$ cat src/rtl/fsp_pkg.sv
package fsp_pkg;
  typedef enum logic [1:0] {
    FS_IDLE = 2'd0,
    FS_RUN  = 2'd1,
    FS_DONE = 2'd2
  } fs_state_e;
endpackage

$ cat src/rtl/fsp_plan.sv
// Computes, for every possible piece position, its offset from the base,
// its length, whether it exists and whether any of its bytes are enabled.
module fsp_plan #(
  parameter int LINE_BYTES = 8,
  parameter int MAX_BYTES  = 16,
  parameter int MAXF       = 3,
  parameter int SZ_W       = 5,
  parameter int OFF_W      = 4,
  parameter int LEN_W      = 4,
  parameter int LINE_LOG   = 3
) (
  input  logic [LINE_LOG-1:0]          line_off,
  input  logic [SZ_W-1:0]              size,
  input  logic [MAX_BYTES-1:0]         be,
  output logic [MAXF-1:0][OFF_W-1:0]   p_off,
  output logic [MAXF-1:0][LEN_W-1:0]   p_len,
  output logic [MAXF-1:0]              p_present,
  output logic [MAXF-1:0]              p_en
);
  localparam int W = $clog2(MAX_BYTES + LINE_BYTES + 1) + 1;

  logic [W-1:0] first_w;
  logic [W-1:0] size_w;

  assign first_w = W'(LINE_BYTES) - W'(line_off);
  assign size_w  = W'(size);

  for (genvar gi = 0; gi < MAXF; gi++) begin : g_piece
    logic [W-1:0]           start_w;
    logic [W-1:0]           cap_w;
    logic [W-1:0]           rem_w;
    logic [W-1:0]           len_w;
    logic [MAX_BYTES:0]     lmask;
    logic [MAX_BYTES-1:0]   be_sh;

    if (gi == 0) begin : g_head
      assign start_w = '0;
      assign cap_w   = first_w;
    end else begin : g_tail
      assign start_w = first_w + W'((gi - 1) * LINE_BYTES);
      assign cap_w   = W'(LINE_BYTES);
    end

    assign rem_w = size_w - start_w;
    assign len_w = (rem_w < cap_w) ? rem_w : cap_w;
    assign lmask = ({{MAX_BYTES{1'b0}}, 1'b1} << len_w) - {{MAX_BYTES{1'b0}}, 1'b1};
    assign be_sh = be >> start_w;

    assign p_present[gi] = (start_w < size_w);
    assign p_en[gi]      = p_present[gi] && (|(be_sh & lmask[MAX_BYTES-1:0]));
    assign p_off[gi]     = OFF_W'(start_w);
    assign p_len[gi]     = LEN_W'(len_w);
  end
endmodule

$ cat src/rtl/fsp_slice.sv
// Extracts the low-justified enable and write-data slice of one piece.
module fsp_slice #(
  parameter int LINE_BYTES = 8,
  parameter int MAX_BYTES  = 16,
  parameter int OFF_W      = 4,
  parameter int LEN_W      = 4
) (
  input  logic [MAX_BYTES-1:0]     be_all,
  input  logic [MAX_BYTES*8-1:0]   wd_all,
  input  logic [OFF_W-1:0]         off,
  input  logic [LEN_W-1:0]         len,
  output logic [LINE_BYTES-1:0]    piece_be,
  output logic [LINE_BYTES*8-1:0]  piece_wd
);
  localparam int EXT = MAX_BYTES + LINE_BYTES;

  logic [EXT-1:0]        be_ext;
  logic [EXT*8-1:0]      wd_ext;
  logic [LINE_BYTES:0]   lmask;

  assign be_ext = {{LINE_BYTES{1'b0}}, be_all} >> off;
  assign wd_ext = {{(LINE_BYTES*8){1'b0}}, wd_all} >> {off, 3'b000};
  assign lmask  = ({{LINE_BYTES{1'b0}}, 1'b1} << len) - {{LINE_BYTES{1'b0}}, 1'b1};

  for (genvar gb = 0; gb < LINE_BYTES; gb++) begin : g_byte
    assign piece_be[gb]          = be_ext[gb] & lmask[gb];
    assign piece_wd[gb*8 +: 8]   = lmask[gb] ? wd_ext[gb*8 +: 8] : 8'h00;
  end
endmodule

$ cat src/rtl/fsp_assemble.sv
// Result buffer: pastes answered piece data at its byte offset, tracks errors.
module fsp_assemble #(
  parameter int LINE_BYTES = 8,
  parameter int MAX_BYTES  = 16,
  parameter int OFF_W      = 4,
  parameter int LEN_W      = 4
) (
  input  logic                     clk,
  input  logic                     rst_n,
  input  logic                     clr,
  input  logic                     wr,
  input  logic [OFF_W-1:0]         off,
  input  logic [LEN_W-1:0]         len,
  input  logic                     err_in,
  input  logic [LINE_BYTES*8-1:0]  rdata,
  output logic [MAX_BYTES*8-1:0]   result,
  output logic                     err_out
);
  localparam int EXT = MAX_BYTES + LINE_BYTES;

  logic [LINE_BYTES:0]   lmask;
  logic [EXT-1:0]        bmask;
  logic [EXT*8-1:0]      dext;

  assign lmask = ({{LINE_BYTES{1'b0}}, 1'b1} << len) - {{LINE_BYTES{1'b0}}, 1'b1};
  assign bmask = {{MAX_BYTES{1'b0}}, lmask[LINE_BYTES-1:0]} << off;
  assign dext  = {{(MAX_BYTES*8){1'b0}}, rdata} << {off, 3'b000};

  always_ff @(posedge clk or negedge rst_n) begin
    if (!rst_n) begin
      result  <= '0;
      err_out <= 1'b0;
    end else if (clr) begin
      result  <= '0;
      err_out <= 1'b0;
    end else if (wr) begin
      if (err_in) begin
        err_out <= 1'b1;
      end else begin
        for (int b = 0; b < MAX_BYTES; b++) begin
          if (bmask[b]) result[b*8 +: 8] <= dext[b*8 +: 8];
        end
      end
    end
  end

  AST_PASTE_IN_RANGE: assert property (@(posedge clk) disable iff (!rst_n)
    wr |-> ((OFF_W+LEN_W+1)'(off) + (OFF_W+LEN_W+1)'(len)) <= (OFF_W+LEN_W+1)'(MAX_BYTES));
endmodule

$ cat src/rtl/line_frag_splitter.sv
module line_frag_splitter
  import fsp_pkg::*;
#(
  parameter int ADDR_W     = 32,
  parameter int LINE_BYTES = 8,
  parameter int MAX_BYTES  = 16,
  localparam int LINE_LOG  = $clog2(LINE_BYTES),
  localparam int SZ_W      = $clog2(MAX_BYTES + 1),
  localparam int OFF_W     = $clog2(MAX_BYTES),
  localparam int LEN_W     = $clog2(LINE_BYTES + 1),
  localparam int MAXF      = (MAX_BYTES + LINE_BYTES - 2) / LINE_BYTES + 1,
  localparam int CNT_W     = $clog2(MAXF + 1)
) (
  input  logic                     clk,
  input  logic                     rst_n,
  input  logic                     cmd_valid,
  output logic                     cmd_ready,
  input  logic [ADDR_W-1:0]        cmd_addr,
  input  logic [SZ_W-1:0]          cmd_size,
  input  logic [MAX_BYTES-1:0]     cmd_be,
  input  logic                     cmd_write,
  input  logic                     cmd_atomic,
  input  logic [MAX_BYTES*8-1:0]   cmd_wdata,
  output logic                     frg_valid,
  input  logic                     frg_ready,
  output logic [ADDR_W-1:0]        frg_addr,
  output logic [LEN_W-1:0]         frg_size,
  output logic [LINE_BYTES-1:0]    frg_be,
  output logic                     frg_write,
  output logic [LINE_BYTES*8-1:0]  frg_wdata,
  input  logic                     rsp_valid,
  output logic                     rsp_ready,
  input  logic                     rsp_err,
  input  logic [LINE_BYTES*8-1:0]  rsp_rdata,
  output logic                     done_valid,
  input  logic                     done_ready,
  output logic [MAX_BYTES*8-1:0]   done_rdata,
  output logic                     done_err,
  output logic                     done_illegal,
  output logic [CNT_W-1:0]         done_nfrag
);
  fs_state_e                   st;
  logic [ADDR_W-1:0]           base_q;
  logic [MAX_BYTES-1:0]        be_q;
  logic [MAX_BYTES*8-1:0]      wd_q;
  logic                        wr_q;
  logic                        ill_q;
  logic [MAXF-1:0][OFF_W-1:0]  tbl_off_q, n_off;
  logic [MAXF-1:0][LEN_W-1:0]  tbl_len_q, n_len;
  logic [CNT_W-1:0]            gen_q, iss_q, ret_q, n_cnt;

  logic [MAXF-1:0][OFF_W-1:0]  p_off;
  logic [MAXF-1:0][LEN_W-1:0]  p_len;
  logic [MAXF-1:0]             p_present;
  logic [MAXF-1:0]             p_en;
  logic                        multi;

  logic                        cmd_fire, frg_fire, rsp_fire;
  logic [OFF_W-1:0]            iss_off, ret_off;
  logic [LEN_W-1:0]            ret_len;

  fsp_plan #(
    .LINE_BYTES(LINE_BYTES), .MAX_BYTES(MAX_BYTES), .MAXF(MAXF),
    .SZ_W(SZ_W), .OFF_W(OFF_W), .LEN_W(LEN_W), .LINE_LOG(LINE_LOG)
  ) u_plan (
    .line_off  (cmd_addr[LINE_LOG-1:0]),
    .size      (cmd_size),
    .be        (cmd_be),
    .p_off     (p_off),
    .p_len     (p_len),
    .p_present (p_present),
    .p_en      (p_en)
  );

  // Compact enabled pieces into consecutive table slots, order preserved.
  always_comb begin
    n_cnt = '0;
    n_off = '0;
    n_len = '0;
    for (int i = 0; i < MAXF; i++) begin
      if (p_en[i]) begin
        n_off[n_cnt] = p_off[i];
        n_len[n_cnt] = p_len[i];
        n_cnt        = n_cnt + 1'b1;
      end
    end
  end

  assign multi     = |p_present[MAXF-1:1];

  assign cmd_ready = (st == FS_IDLE);
  assign cmd_fire  = cmd_valid && cmd_ready;
  assign frg_valid = (st == FS_RUN) && (iss_q != gen_q);
  assign frg_fire  = frg_valid && frg_ready;
  assign rsp_ready = (st == FS_RUN) && (ret_q != iss_q);
  assign rsp_fire  = rsp_valid && rsp_ready;

  assign iss_off   = tbl_off_q[iss_q];
  assign ret_off   = tbl_off_q[ret_q];
  assign ret_len   = tbl_len_q[ret_q];

  assign frg_addr  = base_q + ADDR_W'(iss_off);
  assign frg_size  = tbl_len_q[iss_q];
  assign frg_write = wr_q;

  fsp_slice #(
    .LINE_BYTES(LINE_BYTES), .MAX_BYTES(MAX_BYTES), .OFF_W(OFF_W), .LEN_W(LEN_W)
  ) u_slice (
    .be_all   (be_q),
    .wd_all   (wd_q),
    .off      (iss_off),
    .len      (frg_size),
    .piece_be (frg_be),
    .piece_wd (frg_wdata)
  );

  fsp_assemble #(
    .LINE_BYTES(LINE_BYTES), .MAX_BYTES(MAX_BYTES), .OFF_W(OFF_W), .LEN_W(LEN_W)
  ) u_asm (
    .clk     (clk),
    .rst_n   (rst_n),
    .clr     (cmd_fire),
    .wr      (rsp_fire),
    .off     (ret_off),
    .len     (ret_len),
    .err_in  (rsp_err),
    .rdata   (rsp_rdata),
    .result  (done_rdata),
    .err_out (done_err)
  );

  assign done_valid   = (st == FS_DONE);
  assign done_illegal = ill_q;
  assign done_nfrag   = gen_q;

  always_ff @(posedge clk or negedge rst_n) begin
    if (!rst_n) begin
      st        <= FS_IDLE;
      base_q    <= '0;
      be_q      <= '0;
      wd_q      <= '0;
      wr_q      <= 1'b0;
      ill_q     <= 1'b0;
      tbl_off_q <= '0;
      tbl_len_q <= '0;
      gen_q     <= '0;
      iss_q     <= '0;
      ret_q     <= '0;
    end else begin
      case (st)
        FS_IDLE: begin
          if (cmd_valid) begin
            base_q    <= cmd_addr;
            be_q      <= cmd_be;
            wd_q      <= cmd_wdata;
            wr_q      <= cmd_write;
            tbl_off_q <= n_off;
            tbl_len_q <= n_len;
            iss_q     <= '0;
            ret_q     <= '0;
            if (cmd_atomic && multi) begin
              ill_q <= 1'b1;
              gen_q <= '0;
              st    <= FS_DONE;
            end else begin
              ill_q <= 1'b0;
              gen_q <= n_cnt;
              st    <= (n_cnt == '0) ? FS_DONE : FS_RUN;
            end
          end
        end
        FS_RUN: begin
          if (frg_fire) iss_q <= iss_q + 1'b1;
          if (rsp_fire) begin
            ret_q <= ret_q + 1'b1;
            if ((ret_q + 1'b1) == gen_q) st <= FS_DONE;
          end
        end
        FS_DONE: begin
          if (done_ready) st <= FS_IDLE;
        end
        default: st <= FS_IDLE;
      endcase
    end
  end

  AST_FRAG_IN_LINE: assert property (@(posedge clk) disable iff (!rst_n)
    frg_valid |-> ((LEN_W+1)'(frg_addr[LINE_LOG-1:0]) + (LEN_W+1)'(frg_size)) <= (LEN_W+1)'(LINE_BYTES));
  AST_FRAG_HOLD: assert property (@(posedge clk) disable iff (!rst_n)
    (frg_valid && !frg_ready) |=> (frg_valid && $stable(frg_addr) && $stable(frg_size) && $stable(frg_be)));
  AST_FRAG_ASCEND: assert property (@(posedge clk) disable iff (!rst_n)
    frg_fire |=> (!frg_valid || (frg_addr > $past(frg_addr))));
  AST_FRAG_ENABLED: assert property (@(posedge clk) disable iff (!rst_n)
    frg_valid |-> (|frg_be));
  AST_IDLE_QUIET: assert property (@(posedge clk) disable iff (!rst_n)
    cmd_ready |-> (!frg_valid && !rsp_ready && !done_valid));
  AST_DONE_HOLD: assert property (@(posedge clk) disable iff (!rst_n)
    (done_valid && !done_ready) |=> (done_valid && $stable(done_rdata) && $stable(done_err) && $stable(done_nfrag)));
  AST_ILLEGAL_EMPTY: assert property (@(posedge clk) disable iff (!rst_n)
    (done_valid && done_illegal) |-> (done_nfrag == '0));
endmodule

$ cat config.mk
export PLATFORM = sky130hd
export DESIGN_NAME = line_frag_splitter
export DESIGN_NICKNAME = d
export VERILOG_FILES = /design/src/rtl/fsp_pkg.sv /design/src/rtl/fsp_plan.sv /design/src/rtl/fsp_slice.sv /design/src/rtl/fsp_assemble.sv /design/src/rtl/line_frag_splitter.sv
export SDC_FILE = /design/constraint.sdc
export NUM_CORES = 1
export LEC_CHECK = 0
export BUFFER_PORTS_ARGS = -buffer_cell sky130_fd_sc_hd__buf_4
export CAP_MARGIN = 20
export CORE_MARGIN = 5
export CORE_UTILIZATION = 50
export CTS_CLUSTER_DIAMETER = 50
export DETAILED_ROUTE_END_ITERATION = 12
export GPL_TIMING_DRIVEN = 0
export PLACE_DENSITY = 0.83
export REMOVE_ABC_BUFFERS = 1
export SLEW_MARGIN = 20
export SYNTH_ARGS = -nofsm -noshare
export SYNTH_HDL_FRONTEND = slang
export SYNTH_SLANG_ARGS = --single-unit
$ cat constraint.sdc
create_clock -name clk -period 9.3 [get_ports clk]
set_input_delay 1.395 -clock clk [delete_from_list [all_inputs] [get_ports clk]]
set_output_delay 1.395 -clock clk [all_outputs]
set_load 0.01 [all_outputs]
Word-level counts from Yosys, hierarchy flattened
Cells that the tools add are included. Widths: inputs -> output; s select.

Bits in registers: 339. Logic and storage cells: 219. Output and inout port bits: 245. Input bits: 254.

Equality and inequality tests: 11. Shifts and indexed selects: 11. $lt $le $gt $ge: 12. Bitwise logic cells: 12. Reductions and logical operators: 57. $add $sub $neg: 14. Multiplexer cells: 70.

Operators by type and width (count): $mux 128 (3); $mux 8 (24); $shl 64x7->128 (1); $shr 128x7->64 (1); $reduce_and 3->1 (18); $and 16x16->16 (3); $mux 12 (4); $reduce_or 16->1 (3); $shl 1x6->16 const A (3); $sub 16x1->16 const B (3); $reduce_bool 2->1 (19); $bwmux 12 (3); $add 32x4->32 (1); $bmux 4 s2 (4); $shr 16x6->16 (2); $mux 4 (7); $mux 2 (12); $mux 6 (3); $demux 4 s2 (2); $shl 1x4->8 const A (2); $shl 8x4->16 (1); $shr 16x4->8 (1); $sub 8x1->8 const B (2); $and 12x12->12 (1); 25 further kinds (64).

Longest topological paths before layout
Gate-level depths: netlist (run 1).

Word-level depth: 18. Gate-level depth with buffers: 27. Depth with buffers taken out: 22.

Modules after synthesis
From an unflattened synthesis (run 1), not the netlist that was laid out.

Cell total of the unflattened synthesis: 2989. Area, all modules: 24881.4 µm².

By module, submodules not included: line_frag_splitter (seq. area each 5255.0 µm², instances 1, cells each 1114, area each 9357.7 µm²); fsp_assemble (seq. area each 3228.1 µm², instances 1, cells each 883, area each 8450.6 µm²); fsp_slice (seq. area each 0.0 µm², instances 1, cells each 694, area each 5242.5 µm²); fsp_plan (seq. area each 0.0 µm², instances 1, cells each 298, area each 1830.5 µm²).

Worst setup path before layout (run 1)
OpenSTA, ideal clock, no wires.

Path kind: input to register. From: in cmd_addr[0]. To: reg tbl_len_q[4] (netlist name). Stages on the path: 24. Setup time: 94 ps. Data required time: 9206 ps. Path slack: 2311 ps. Arrival: 6895 ps. Path buffers: 5. Cells stage by stage: buf_2 inv_1 ha_1 clkbuf_1 clkbuf_1 clkbuf_1 xnor2_1 ha_1 inv_1 o211ai_4 a21oi_2 mux2i_1 or3_1 ha_1 clkbuf_1 a21oi_1 nor2_1 o41ai_1 o2111ai_1 o31ai_4 ha_1 and2_1 o311a_1 a211oi_1.

Word-level cells in the longest chain between the ends: 17. Elaborated cells on any way between the ends: 46. Those cells by class: add/sub (8); order compare (9); shift (5); mux (13); bitwise (3); reduce/logical (8).

Ends and longest elaborated chain: start: declaration (line line_frag_splitter.sv:18) `input logic [ADDR_W-1:0] cmd_addr,`; $sub 4x3->5 * (line fsp_plan.sv:25) `assign first_w = W'(LINE_BYTES) - W'(line_off);`; branches (longest 15 deep; another with $sub 16x1->16); $mux 12 * (line line_frag_splitter.sv:81) `if (p_en[i]) begin`; end signal: assignment (line line_frag_splitter.sv:158) `tbl_len_q <= n_len;`; end: declaration (line line_frag_splitter.sv:49) `logic [MAXF-1:0][LEN_W-1:0] tbl_len_q, n_len;`.

Mark *: on every way between the ends. A chain may end at the register's enable or synchronous reset.

Worst setup path after layout (run 1)
From: in cmd_addr[0]. To: reg tbl_len_q[5] (netlist name).

Same word-level chain as after synthesis.

==> results of run 1 <==
## metrics by stage
| stage | std cells | setup TNS (ps) | total power [mW] | utilization |
|---|---|---|---|---|
| after global routing | 4072 | 0 | 3.79 | 0.636 |
| after global placement | 3951 | -910010 | 1.88 | 0.581 |
| after detailed placement | 3990 | 0 | 1.89 | 0.603 |
| after CTS | 4069 | 0 | 3.69 | 0.635 |
| final | 4073 | 0 | 3.68 | 0.636 |
| after floorplan | 2838 | -96110 | 1.69 | - |
## final timing paths
| check | startpoint | endpoint | slack (ps) |
|---|---|---|---|
| min | wd_q[0]$_DFFE_PN0P_ | wd_q[0]$_DFFE_PN0P_ | 480 |
| min in group asynchronous | rst_n | wd_q[66]$_DFFE_PN0P_ | 800 |
| max | cmd_addr[0] | tbl_len_q[5]$_DFFE_PN0P_ | 1510 |
| max in group asynchronous | rst_n | u_asm.result[11]$_DFFE_PN0P_ | 7580 |
| max reg2reg | ret_q[0]$_DFFE_PN0P_ | u_asm.result[94]$_DFFE_PN0P_ | 4110 |
| min reg2reg | wd_q[0]$_DFFE_PN0P_ | wd_q[0]$_DFFE_PN0P_ | 480 |
## kinds of logic (layout without fill, tap and decap cells)
kind of cell	count (synthesis)	after routing
compound gates	649	649
simple gates	1376	1376
xor+xnor	44	44
flops	339	339
fa+ha+maj	18	18
buf+inv	246	654
other cells	0	4
mux	374	374
## critical path, delay by kind of cell
kind	cells	cell delay (ps)
and+or+nand+nor	5	1210
AOI/OAI and AO/OA	6	1800
muxes	2	990
adders and majority gates	3	1480
buffers and inverters	4	1350
## synth_stat cells, types with 18 or more instances
cell	number
nand2_1	979
mux2i_1	312
o211ai_1	21
o22ai_1	27
nand3_1	52
mux2_2	47
o21ai_0	171
a31oi_1	23
inv_1	34
a21oi_1	128
nor2_1	215
nor3_1	42
a211oi_1	46
xnor2_1	28
dfrtp_1	339
buf_1	29
o21a_1	18
o31ai_1	45
a22oi_1	30
clkbuf_1	161
## state kept, by name, indices dropped and copies added (netlist names)
| signal | cells |
|---|---|
| u_asm.result | 128 |
| wd_q | 128 |
| base_q | 32 |
| be_q | 16 |
| tbl_len_q | 12 |
| tbl_off_q | 12 |
| done_nfrag | 2 |
| iss_q | 2 |
| ret_q | 2 |
| st | 2 |
| done_illegal | 1 |
| frg_write | 1 |
| u_asm.err_out | 1 |
## area by class of cell
cell class | instances | area (sq um)
Tap cell | 615 | 769
Clock buffer | 55 | 1190
Multi-Input combinational cell | 2461 | 14600
Inverter | 38 | 163
Sequential cell | 339 | 8480
Fill cell | 4079 | 17300
Timing Repair Buffer | 537 | 4570
Antenna cell | 4 | 10.0
Clock inverter | 24 | 349
## where the power goes
group	switching, mW	internal (mW)
Clock	0.716	1.09
Sequential	0	1.48
Combinational	0.228	0.166
## per-layer routing
metal	track usage	up-vias	part of all wire
met5	0	-	0
met4	0.161	0	0.060
met3	0.0615	296	0.090
met2	0.492	1373	0.45
met1	0.436	11764	0.40
li1	-	11390	-
==> flow_metrics.env, run 1 <==
export IMPL_status="finished clean"
export IMPL_skew_ps=29.9
export IMPL_crit_fanout=25
export IMPL_rows=80
export IMPL_firstDrtPassIters=6
export IMPL_drc=0
export IMPL_drt_iter0_markers=2863
export IMPL_synth_yosys_seq_area_share=0.355
export IMPL_power_density_mw_per_mm2=122
export IMPL_synth_adder_area_share=0.00975
export IMPL_finalNetCount=3693
export IMPL_tightest_slew_ps=1170
export IMPL_cts_sinks=339
export IMPL_grt_max_degree=99
export IMPL_cap_violations=0
export IMPL_post_cts_buffers=0
export IMPL_crit_path_start_kind="input pin"
export IMPL_synth_compound_area_frac=0.178
export IMPL_grt_first_pass_wirelength_um=135000
export IMPL_synthMuxAreaShare=0.167
export IMPL_hold_path_depth=2
export IMPL_synthXorXnorAreaFrac=0.0179
export IMPL_peakVddDrop_uv=123
export IMPL_antenna_found_initial=3
export IMPL_postLayoutCellArea_sq_mm=0.0302
export IMPL_cts_resized=0
export IMPL_tritoncts="yes"
export IMPL_wire_per_inst_um=21.7
export IMPL_hpwl_um=65100
export IMPL_final_cell_mix="nand2_1 (977), buf_4 (502), dfrtp_1 (339)"
export IMPL_initial_core_util=0.503
export IMPL_cp_arrival_ps=8280
export IMPL_routed_wl_um=88300
export IMPL_grt_pass1_vias=23052
export IMPL_drv_slew=0
export IMPL_final_antenna_net_count=0
export IMPL_finalSetupViolCount=0
export IMPL_criticalPathCategory="in2reg"
export IMPL_synth_top_cell_by_area="dfrtp_1"
export IMPL_max_freq_ghz=0.128
export IMPL_hold_path_class="reg2reg"
export IMPL_cts_root_buf="clkbuf_16"
export IMPL_cpMostUsedCell="ha_1"
export IMPL_core_sq_mm=0.0474
export IMPL_synth_seq_cells=339
export IMPL_fin_hold_ws_ps=476
export IMPL_postPlaceCellArea_sq_mm=0.0286
export IMPL_ys_types=90
export IMPL_vias=24823
export IMPL_syn_cell_area_sq_mm=0.0239
export IMPL_synth_area_per_cell_sq_um=7.83
export IMPL_synth_edf_count=0
export IMPL_synth_simple_area_share=0.232
export IMPL_drive_above_1_share=0.213
export IMPL_worst_slack_ps=1510
export IMPL_path_cells="buf_4 -> inv_1 -> nand2_1 -> clkinv_1 -> ha_1 -> a21oi_2 -> a21oi_2 -> mux2i_1 -> or3_1 -> ha_1 -> inv_1 -> mux4_2 -> and4_1 -> nor4_2 -> o2111ai_1 -> o31ai_4 -> ha_1 -> and2_1 -> o311a_1 -> a211oi_1"
export IMPL_yosysWarnings=0
export IMPL_clk_latency_ps=590
export IMPL_synth_top_area_frac=0.355
export IMPL_viasPerCell=6.09
export IMPL_gr_total_overflow=0
export IMPL_async_flop_share=1.00
export IMPL_leakagePower_nw=14.8
export IMPL_die_w_um=228
export IMPL_worst_setup_path_end_kind="flop"
export IMPL_synthToLayoutAreaGrowth_pct=26.4
export IMPL_die_area_sq_mm=0.0522
export IMPL_num_io_pins=499
export IMPL_timing_final_crit_share=0.838
export IMPL_die_y_um=228
export IMPL_grtUsageTotal=0.321
export IMPL_hold_viol_final=0
export IMPL_crit_path_max_incr_delay_ps=660
export IMPL_ys_top_cells_by_area="dfrtp_1 (36%), nand2_1 (15%), mux2i_1 (13%), o21ai_0 (3.6%), nor2_1 (3.4%)"
export IMPL_cts_buffer_depth=3
export IMPL_max_slew_margin=0.215
export IMPL_gp_congestion=1.00
export IMPL_reg2reg_depth=12
export IMPL_final_common_cell="nand2_1"
export IMPL_synthFlopType="dfrtp_1"
export IMPL_post_route_min_period_ps=7790
export IMPL_crit_path_top_delay_cell="mux2i_1"
export IMPL_cts_buffers=44
export IMPL_path_clk_slew_ps=60
export IMPL_hold_buffers=0
export IMPL_syn_inst=3046
export IMPL_cts_htree_levels=2
export IMPL_cp_required_ps=9790
export IMPL_rsz0062_at_grt="false"
export IMPL_synth_top_family_by_area="simple AND/OR/NAND/NOR gates"
export IMPL_post_place_ws_ps=1070
export IMPL_portBuffers=498
Power figures use the tool's default switching activity.
==> inputs of run 2 (changes only) <==
- clock period: 9.3 -> 7.9 ns (I/O delays scaled with it)
==> flow_metrics.env, run 2 (same netlist as run 1, synthesis figures left out) <==
export IMPL_crit_path_start_kind="input pin"
export IMPL_final_cell_mix="nand2_1 (977), buf_4 (502), dfrtp_1 (339)"
export IMPL_grt_pass1_vias=23052
export IMPL_synthToLayoutAreaGrowth_pct=26.5
export IMPL_final_common_cell="nand2_1"
export IMPL_clkPwrFrac=0.492
export IMPL_num_fill_cells=4077
export IMPL_clk_latency_ps=590
export IMPL_viasPerCell=6.09
export IMPL_cts_buffers=44
export IMPL_routed_wl_um=88300
export IMPL_status="finished clean"
export IMPL_initial_core_util=0.503
export IMPL_leakagePower_nw=14.8
export IMPL_num_io_pins=499
export IMPL_globalRouteMet1Util=0.436
export IMPL_grt_max_degree=99
export IMPL_drv_slew=0
export IMPL_skew_ps=30.2
export IMPL_die_area_sq_mm=0.0522
export IMPL_hold_path_class="reg2reg"
export IMPL_criticalPathCategory="in2reg"
export IMPL_drt_iter0_markers=2863
export IMPL_final_antenna_net_count=0
export IMPL_hpwl_um=65100
export IMPL_die_w_um=228
export IMPL_tritoncts="yes"
export IMPL_antenna_found_initial=3
export IMPL_busiest_layer="met2"
export IMPL_timing_final_crit_share=0.941
export IMPL_tightest_slew_ps=1170
export IMPL_hold_viol_final=0
export IMPL_max_freq_ghz=0.135
export IMPL_cp_required_ps=8390
export IMPL_cts_root_buf="clkbuf_16"
export IMPL_grtUsageTotal=0.321
export IMPL_grt_first_pass_wirelength_um=135000
export IMPL_place_inst=3990
export IMPL_drive_above_1_share=0.213
export IMPL_wire_per_inst_um=21.7
export IMPL_power_density_mw_per_mm2=143
export IMPL_finalNetCount=3693
export IMPL_cts_htree_levels=2
export IMPL_die_y_um=228
export IMPL_seq_power_share=0.401
export IMPL_portBuffers=498
export IMPL_gr_total_overflow=0
export IMPL_peakVddDrop_uv=145
export IMPL_p_sw_mw=1.11
export IMPL_use_met3=0.0615
export IMPL_use_met2=0.492
export IMPL_cts_sinks=339
export IMPL_post_place_ws_ps=-123
export IMPL_combPwrFrac=0.107
export IMPL_worst_setup_path_end_kind="flop"
export IMPL_cts_buffer_depth=3
export IMPL_rsz0062_at_grt="false"
export IMPL_cap_violations=0
export IMPL_post_cts_buffers=0
export IMPL_worst_slack_ps=468
export IMPL_path_clk_slew_ps=60
export IMPL_netSwitchingFraction=0.257
export IMPL_post_route_min_period_ps=7430
export IMPL_reg_top3="u_asm.result (128), wd_q (128), base_q (32)"
export IMPL_vias=24807
export IMPL_gp_congestion=1.00
export IMPL_core_sq_mm=0.0474
export IMPL_p_int_mw=3.22
export IMPL_cp_arrival_ps=7920
export IMPL_rows=80
export IMPL_firstDrtPassIters=6
export IMPL_fin_cells=4073
export IMPL_fin_hold_ws_ps=476
export IMPL_max_slew_margin=0.216
export IMPL_finalSetupViolCount=0
export IMPL_drc=0
export IMPL_crit_fanout=25
## run 2: cell types whose count changed in the layout (fill, tap and decap cells not counted), sizes merged
cell,delta
clkinvlp,+1
clkinv,-1
## run 2: timing repair
item	4_1_cts	5_1_grt
hold buffers	0	0
resized for setup	0	1
endpoints found under the hold margin	0	0
setup endpoints to repair	0	3
## run 2: layout make-up
type | instances | area [sq um] | share of cell area
multi-input combinational | 2461 | 14600 | 0.485
antenna | 4 | 10.0 | 0.000332
sequential | 339 | 8480 | 0.281
clock buffer | 55 | 1190 | 0.0395
inverter | 38 | 166 | 0.00551
tap | 615 | 769 | 0.0255
timing repair buffer | 537 | 4570 | 0.151
clock inverter | 24 | 349 | 0.0116
## run 2: worst paths after layout
check | startpoint | cells past startpoint | slack, ps | to
min | wd_q[0]$_DFFE_PN0P_ | 2 | 480 | wd_q[0]$_DFFE_PN0P_
max reg2reg | ret_q[0]$_DFFE_PN0P_ | 12 | 2710 | u_asm.result[94]$_DFFE_PN0P_
max | cmd_addr[0] | 20 | 470 | tbl_len_q[5]$_DFFE_PN0P_
max in group asynchronous | rst_n | 2 | 6390 | u_asm.result[11]$_DFFE_PN0P_
min reg2reg | wd_q[0]$_DFFE_PN0P_ | 2 | 480 | wd_q[0]$_DFFE_PN0P_
min in group asynchronous | rst_n | 1 | 590 | wd_q[66]$_DFFE_PN0P_
## run 2: routing by layer
layer  vias up  share of wire
met2      1369           0.45
li1      11388              -
met3       290          0.090
met5         -              0
met1     11760           0.40
met4         0          0.059
## run 2: per-stage QoR
stage | TNS (ps) | power [mW] | cell area [sq um] | utilization
final | 0 | 4.33 | 30200 | 0.636
after global routing | 0 | 4.47 | 30200 | 0.636
after CTS | 0 | 4.34 | 30100 | 0.635
after detailed placement | -345 | 2.22 | 28600 | 0.603
after global placement | -1214500 | 2.21 | 27600 | 0.581
after floorplan | -219870 | 1.99 | 23100 | -
## run 2: power groups by stage
stage | registers [mW] | logic (mW) | clock network (mW)
2_1_floorplan | 1.77 | 0.220 | 0
3_3_place_gp | 1.77 | 0.444 | 0
3_5_place_dp | 1.77 | 0.454 | 0
4_1_cts | 1.74 | 0.455 | 2.15
5_1_grt | 1.74 | 0.501 | 2.23
6_report | 1.74 | 0.464 | 2.13
## run 2: critical path, stage by stage
cell and delay, ps:
buf_4 320, inv_1 240, nand2_1 490, clkinvlp_4 490
ha_1 550, a21oi_2 90, a21oi_2 430, mux2i_1 660
or3_1 200, ha_1 460, inv_1 190, mux4_2 330
and4_1 220, nor4_2 130, o2111ai_1 200, o31ai_4 480
ha_1 390, and2_1 210, o311a_1 380, a211oi_1 220
